## config.mk

```make
export PLATFORM = sky130hd
export DESIGN_NAME = adc_volt_conv
export DESIGN_NICKNAME = d
export VERILOG_FILES = /design/src/rtl/adc_conv_pkg.sv /design/src/rtl/adc_cal_trim.sv /design/src/rtl/adc_restoring_div.sv /design/src/rtl/adc_volt_conv.sv
export SDC_FILE = /design/constraint.sdc
export NUM_CORES = 2
export LEC_CHECK = 0
export ABC_CLOCK_PERIOD_IN_PS = 23300
export BUFFER_PORTS_ARGS = -buffer_cell sky130_fd_sc_hd__buf_2
export CAP_MARGIN = 40
export CORE_MARGIN = 2
export CORE_UTILIZATION = 41
export DETAILED_ROUTE_END_ITERATION = 16
export PLACE_DENSITY_LB_ADDON = 0.1
export SETUP_SLACK_MARGIN = 0.3
export SYNTH_ARGS = -nofsm -noshare
export SYNTH_HDL_FRONTEND = slang
export SYNTH_SLANG_ARGS = --single-unit
```

## constraint.sdc

```tcl
create_clock -name clk -period 23.3 [get_ports clk]
set_input_delay 4.66 -clock clk [delete_from_list [all_inputs] [get_ports clk]]
set_output_delay 4.66 -clock clk [all_outputs]
set_load 0.005 [all_outputs]
```

## src/rtl/adc_conv_pkg.sv

```systemverilog
package adc_conv_pkg;

    typedef enum logic [2:0] {
        ST_IDLE,
        ST_SETUP,
        ST_SPAN_DIV,
        ST_RATIO_DIV,
        ST_FINISH
    } conv_state_e;

    localparam int N_GRAPHS = 2;
    localparam int GR_SMALL = 0;
    localparam int GR_BIG   = 1;

    // anchor voltage in mV of line g, point p
    function automatic int graph_volt(input int g, input int p);
        if (g == GR_BIG) return (p == 0) ? 4200 : 3600;
        else             return (p == 0) ? 1000 : 100;
    endfunction

    // untrimmed code of line g, point p
    function automatic int graph_nom(input int g, input int p);
        if (g == GR_BIG) return (p == 0) ? 856 : 733;
        else             return (p == 0) ? 833 : 80;
    endfunction

endpackage

```

## src/rtl/adc_cal_trim.sv

```systemverilog
module adc_cal_trim #(
    parameter int PT_W = 16,
    parameter int NOM0 = 833,
    parameter int NOM1 = 80
) (
    input  logic [15:0]            cal_i,
    output logic signed [PT_W-1:0] pt0_o,
    output logic signed [PT_W-1:0] pt1_o
);
    localparam int BYTE_BIAS = 128;
    localparam int CODE_MUL  = 4;

    assign pt0_o = PT_W'((int'({1'b0, cal_i[7:0]})  + NOM0 - BYTE_BIAS) * CODE_MUL);
    assign pt1_o = PT_W'((int'({1'b0, cal_i[15:8]}) + NOM1 - BYTE_BIAS) * CODE_MUL);
endmodule

```

## src/rtl/adc_restoring_div.sv

```systemverilog
module adc_restoring_div #(
    parameter int W = 48
) (
    input  logic         clk,
    input  logic         rst_n,
    input  logic         go,
    input  logic [W-1:0] dividend,
    input  logic [W-1:0] divisor,
    output logic [W-1:0] quotient,
    output logic         valid
);
    localparam int CNT_W = $clog2(W + 1);

    logic [W-1:0]     rem_q, quo_q, dsr_q;
    logic [CNT_W-1:0] cnt_q;
    logic             run_q, valid_q;
    logic [W:0]       shifted, trial;
    logic [W-1:0]     rem_n, quo_n;

    always_comb begin
        shifted = {rem_q, quo_q[W-1]};
        trial   = shifted - {1'b0, dsr_q};
        if (!trial[W]) begin
            rem_n = trial[W-1:0];
            quo_n = {quo_q[W-2:0], 1'b1};
        end else begin
            rem_n = shifted[W-1:0];
            quo_n = {quo_q[W-2:0], 1'b0};
        end
    end

    always_ff @(posedge clk or negedge rst_n) begin
        if (!rst_n) begin
            rem_q   <= '0;
            quo_q   <= '0;
            dsr_q   <= '0;
            cnt_q   <= '0;
            run_q   <= 1'b0;
            valid_q <= 1'b0;
        end else if (go) begin
            rem_q   <= '0;
            quo_q   <= dividend;
            dsr_q   <= divisor;
            cnt_q   <= CNT_W'(W);
            run_q   <= 1'b1;
            valid_q <= 1'b0;
        end else if (run_q) begin
            rem_q <= rem_n;
            quo_q <= quo_n;
            cnt_q <= cnt_q - 1'b1;
            if (cnt_q == CNT_W'(1)) begin
                run_q   <= 1'b0;
                valid_q <= 1'b1;
            end
        end else begin
            valid_q <= 1'b0;
        end
    end

    assign quotient = quo_q;
    assign valid    = valid_q;
endmodule

```

## src/rtl/adc_volt_conv.sv

```systemverilog
module adc_volt_conv
    import adc_conv_pkg::*;
#(
    parameter int CODE_W    = 12,
    parameter int CHAN_W    = 5,
    parameter int OUT_W     = 32,
    parameter int RATIO_W   = 16,
    parameter int PT_W      = 16,
    parameter int ACC_W     = 32,
    parameter int BIG_CH    = 5,
    parameter int SMALL_CH  = 1
) (
    input  logic                 clk,
    input  logic                 rst_n,
    input  logic                 start,
    input  logic [CODE_W-1:0]    raw_code,
    input  logic [CHAN_W-1:0]    chan,
    input  logic [2*RATIO_W-1:0] ratio,
    input  logic [15:0]          cal_big,
    input  logic [15:0]          cal_small,
    output logic [OUT_W-1:0]     volt_mv,
    output logic                 done,
    output logic                 err,
    output logic                 busy
);
    localparam int DIV_W = OUT_W + RATIO_W;

    // ---------------- calibration trim, one per line ----------------
    logic [15:0]            cal_vec [N_GRAPHS];
    logic signed [PT_W-1:0] pt0_g   [N_GRAPHS];
    logic signed [PT_W-1:0] pt1_g   [N_GRAPHS];

    assign cal_vec[GR_SMALL] = cal_small;
    assign cal_vec[GR_BIG]   = cal_big;

    for (genvar g = 0; g < N_GRAPHS; g++) begin : g_trim
        adc_cal_trim #(
            .PT_W (PT_W),
            .NOM0 (graph_nom(g, 0)),
            .NOM1 (graph_nom(g, 1))
        ) u_trim (
            .cal_i (cal_vec[g]),
            .pt0_o (pt0_g[g]),
            .pt1_o (pt1_g[g])
        );
    end

    // ---------------- request registers ----------------
    conv_state_e             state_q, state_d;
    logic [CODE_W-1:0]       raw_q;
    logic                    direct_q;
    logic [RATIO_W-1:0]      rnum_q, rden_q;
    logic signed [PT_W-1:0]  c0_q, c1_q;
    logic signed [ACC_W-1:0] v0_q, v1_q;
    logic                    neg_q;
    logic [OUT_W-1:0]        volt_q;
    logic                    err_q;

    logic                    big_sel;
    assign big_sel = (chan == CHAN_W'(BIG_CH));

    // ---------------- shared divider ----------------
    logic             div_go, div_valid;
    logic [DIV_W-1:0] div_dividend, div_divisor, div_quot;

    adc_restoring_div #(.W(DIV_W)) u_div (
        .clk      (clk),
        .rst_n    (rst_n),
        .go       (div_go),
        .dividend (div_dividend),
        .divisor  (div_divisor),
        .quotient (div_quot),
        .valid    (div_valid)
    );

    // ---------------- arithmetic ----------------
    logic signed [ACC_W-1:0] span_s, off_s, prod_s, qmag_s, q_s, interp_s;
    logic [ACC_W-1:0]        prod_mag, span_mag, interp_u;
    logic [DIV_W-1:0]        scaled;
    logic                    span_zero, ratio_zero;

    always_comb begin
        span_s     = ACC_W'(c0_q) - ACC_W'(c1_q);
        off_s      = ACC_W'($signed({1'b0, raw_q})) - ACC_W'(c1_q);
        prod_s     = (v0_q - v1_q) * off_s;
        prod_mag   = prod_s[ACC_W-1] ? ACC_W'(-prod_s) : ACC_W'(prod_s);
        span_mag   = span_s[ACC_W-1] ? ACC_W'(-span_s) : ACC_W'(span_s);
        span_zero  = (span_s == '0);
        ratio_zero = (rnum_q == '0);
        qmag_s     = $signed(ACC_W'(div_quot));
        q_s        = neg_q ? -qmag_s : qmag_s;
        interp_s   = q_s + v1_q;
        interp_u   = interp_s[ACC_W-1] ? '0 : ACC_W'(interp_s);
        scaled     = DIV_W'(interp_u) * DIV_W'(rden_q) + DIV_W'(rnum_q >> 1);
    end

    always_comb begin
        div_go       = 1'b0;
        div_dividend = DIV_W'(prod_mag);
        div_divisor  = DIV_W'(span_mag);
        if (state_q == ST_SETUP && !span_zero) begin
            div_go = 1'b1;
        end else if (state_q == ST_SPAN_DIV && div_valid && !direct_q && !ratio_zero) begin
            div_go       = 1'b1;
            div_dividend = scaled;
            div_divisor  = DIV_W'(rnum_q);
        end
    end

    // ---------------- next state ----------------
    always_comb begin
        state_d = state_q;
        unique case (state_q)
            ST_IDLE:      if (start) state_d = ST_SETUP;
            ST_SETUP:     state_d = span_zero ? ST_FINISH : ST_SPAN_DIV;
            ST_SPAN_DIV:  if (div_valid)
                              state_d = (direct_q || ratio_zero) ? ST_FINISH : ST_RATIO_DIV;
            ST_RATIO_DIV: if (div_valid) state_d = ST_FINISH;
            ST_FINISH:    state_d = ST_IDLE;
            default:      state_d = ST_IDLE;
        endcase
    end

    always_ff @(posedge clk or negedge rst_n) begin
        if (!rst_n) state_q <= ST_IDLE;
        else        state_q <= state_d;
    end

    // ---------------- datapath and outputs ----------------
    always_ff @(posedge clk or negedge rst_n) begin
        if (!rst_n) begin
            raw_q    <= '0;
            direct_q <= 1'b0;
            rnum_q   <= '0;
            rden_q   <= '0;
            c0_q     <= '0;
            c1_q     <= '0;
            v0_q     <= '0;
            v1_q     <= '0;
            neg_q    <= 1'b0;
            volt_q   <= '0;
            err_q    <= 1'b0;
        end else begin
            unique case (state_q)
                ST_IDLE: if (start) begin
                    raw_q    <= raw_code;
                    direct_q <= big_sel || (chan == CHAN_W'(SMALL_CH));
                    rnum_q   <= ratio[2*RATIO_W-1:RATIO_W];
                    rden_q   <= ratio[RATIO_W-1:0];
                    c0_q     <= big_sel ? pt0_g[GR_BIG] : pt0_g[GR_SMALL];
                    c1_q     <= big_sel ? pt1_g[GR_BIG] : pt1_g[GR_SMALL];
                    v0_q     <= ACC_W'(big_sel ? graph_volt(GR_BIG, 0) : graph_volt(GR_SMALL, 0));
                    v1_q     <= ACC_W'(big_sel ? graph_volt(GR_BIG, 1) : graph_volt(GR_SMALL, 1));
                end
                ST_SETUP: begin
                    neg_q <= prod_s[ACC_W-1] ^ span_s[ACC_W-1];
                    if (span_zero) begin
                        volt_q <= '0;
                        err_q  <= 1'b1;
                    end
                end
                ST_SPAN_DIV: if (div_valid) begin
                    if (direct_q) begin
                        volt_q <= OUT_W'(interp_u);
                        err_q  <= 1'b0;
                    end else if (ratio_zero) begin
                        volt_q <= '0;
                        err_q  <= 1'b1;
                    end
                end
                ST_RATIO_DIV: if (div_valid) begin
                    volt_q <= OUT_W'(div_quot);
                    err_q  <= 1'b0;
                end
                ST_FINISH: ;
                default: ;
            endcase
        end
    end

    assign volt_mv = volt_q;
    assign err     = err_q;
    assign done    = (state_q == ST_FINISH);
    assign busy    = (state_q != ST_IDLE);
endmodule

```

==> metrics.cfg <==
[outcome]
status = finished clean

[setup_path]
slowest_delay_ps = 670
r2r_setup_slack_ps = 11580
critPathSlowestCell = nor4_2
r2r_start = u_div.quotient[2]
cp.buffers_inverters = 6
critical_path_class = register to register
cpMostUsedCell = fa_1
crit_family = adder cells
required_ps = 23790
critPathMaxFanout = 17
start_kind = register
crit_start = u_div.quotient[2]
arrival_ps = 12210
end_kind = register

[die]
core_area_um2 = 108000
die_height_um = 334
chipWidth_um = 334
start_util = 0.412
dieArea_um2 = 111000
io_pins = 119
rows = 121

[placed_design]
dp_hpwl_um = 102000
dp_slack_ps = 11750
gp_congestion = 0.879
io_buffers = 118

[clock_tree]
cts_tree = done
hold_buffers = 0
clock_path_buffers = 3
cts.sinks = 245
numCtsBuffers = 37
clock_latency_ps = 610
cts_max_level = 2
clk_pin_slew_ps = 60
postCtsSetupRepairBufs = 0
cts_root_buffer = clkbuf_16
cts_repair_resize_count = 0

[layout]
fin_util = 0.444
area_delta_synth_final_pct = 7.78
drive_gt1_frac = 0.0654
nets = 6368

[worst_hold_path]
min_from = volt_mv[7]
hp-class = register to register

[timing]
setup_viol = 0
min_period_ps = 11720
slew_violations = 0
holdWs_ps = 458
hold_viol = 0
finalCritPeriodShare = 0.503
clock_skew_ps = 41.9
max-slew-margin-rel = 0.385
fmax_mhz = 85.3
setup_ws_ps = 11580
tightest_slew_ps = 921
tns_ps = 0
rsz0062_at_grt = false

[logic_synthesis]
syn-num-nets = 6372
synth_warnings = 0
netlist_instances = 5268
synth_edf_count = 0
avgSynthCellArea_um2 = 8.47
synth_cell_type_count = 89
syn_area_um2 = 44600
ys_ff_latch = 245
synthArstFlopShare = 1.00
synth_flop_cell = dfrtp_1
yosysSeqAreaShare = 0.137

[global_routing]
grt_pass1_vias = 36300
antenna_found_initial = 5
grtUsageTotal = 0.239
grt_pass1_wl_um = 209000
grt-ovfl-total = 0
grt_max_degree = 88

[job]
drv_cap = 0

[route]
drt-initial-drc-count = 1951
viasPerCell = 5.19
postRouteAntennaNets = 0
drcViolationCount = 0
drt-pass1-iter-count = 5
wl_per_cell_um = 19.3
num_vias = 34800
wl_um = 130000

==> stage by stage <==
stage / cells / instance area (um^2)
CTS: 6706 / 48100
global route: 6707 / 48100
global placement: 6630 / 46600
floorplan: 5268 / 44600
finish: 6708 / 48100
detailed placement: 6639 / 46800
==> cell usage in the layout, fill, tap and decap left out, types with 22 or more instances in the layout <==
cell / instances
nand2_1: 747
nor4_1: 23
and2_1: 284
o211ai_1: 23
o21a_1: 25
or3_1: 25
buf_2: 117
fa_1: 706
mux2i_1: 43
buf_4: 91
dfrtp_1: 241
a31oi_1: 24
nand3_1: 36
nor2_1: 294
a21oi_1: 200
xnor2_1: 171
a21o_1: 65
nor2b_1: 47
a211oi_1: 36
xor2_1: 100
nand2b_1: 61
clkbuf_16: 37
and3_1: 22
inv_1: 951
nor3_1: 42
ha_1: 314
o21ai_0: 215
==> tightest hold or removal path, stage by stage, from the launching register on <==
cell     delay (ps)
dfrtp_1         330
nand2_1          50
nand2_1          50
==> flip-flops by register name (all words and copies together), names as in the netlist <==
register and flops:
raw_q 12, u_div.dsr_q 32, u_div.valid 1, neg_q 1, state_q 3, c0_q 13
u_div.cnt_q 6, volt_mv 32, v1_q 2, c1_q 11, rnum_q 16, rden_q 16
u_div.quotient 48, u_div.run_q 1, direct_q 1, v0_q 1, u_div.rem_q 48, err 1
==> routing by layer <==
metal  global-route usage  share of wire  vias up
met2                0.408           0.48      661
met4               0.0558          0.022        0
met5                    0              0        -
met3               0.0239          0.040      126
li1                     -              -    16500
met1                0.328           0.45    17500
==> final timing paths <==
check / endpoint / depth (start not counted)
max in group asynchronous: volt_mv[22] / 4
min in group asynchronous: u_div.dsr_q[20] / 1
worst min register to register: volt_mv[7] / 2
worst max-delay path: u_div.quotient[43] / 39
worst min-delay path: volt_mv[7] / 2
worst max register to register: u_div.quotient[43] / 39
==> kinds of logic after synthesis <==
group,count (synthesis),share of synthesized area
and+or+nand+nor,1689,0.178
buffers and inverters,1210,0.104
adders and majority gates,1021,0.405
AOI/OAI and AO/OA,783,0.111
xor gates and xnor gates,274,0.0542
DFF,245,0.137
muxes,46,0.0104
==> Yosys cell counts (all sizes together) (21+ instances only) <==
master / n / share of area
xnor2: 173 / 0.034
a211oi: 36 / 0.0061
clkbuf: 212 / 0.018
and2: 286 / 0.040
nand2b: 61 / 0.0086
a21o: 65 / 0.011
nand2: 750 / 0.063
nor3: 45 / 0.0052
o211ai: 23 / 0.0039
o22ai: 21 / 0.0029
and3: 22 / 0.0031
fa: 706 / 0.32
mux2i: 43 / 0.0096
or3: 25 / 0.0035
buf: 45 / 0.0059
a32oi: 21 / 0.0041
nand3: 37 / 0.0043
o21ai: 224 / 0.025
a31oi: 25 / 0.0036
inv: 953 / 0.080
dfrtp: 245 / 0.14
nor2: 304 / 0.026
a21oi: 200 / 0.022
ha: 314 / 0.088
nor4: 25 / 0.0036
or2: 22 / 0.0031
o21a: 25 / 0.0042
nor2b: 48 / 0.0068
xor2: 101 / 0.020
o31ai: 21 / 0.0035
==> cell type report <==
type | instances | area (um^2)
clock buffers | 53 | 1110
flip-flops and latches | 245 | 6140
clock inverters | 14 | 188
diodes | 2 | 5.00
multi-input cells | 3813 | 33900
repair buffers | 214 | 1390
well taps | 1414 | 1770
fillers | 10900 | 60300
inverters | 953 | 3580
Power is not shown: default switching activity piles up to over one toggle a cycle in this logic, so the estimate is an artifact.
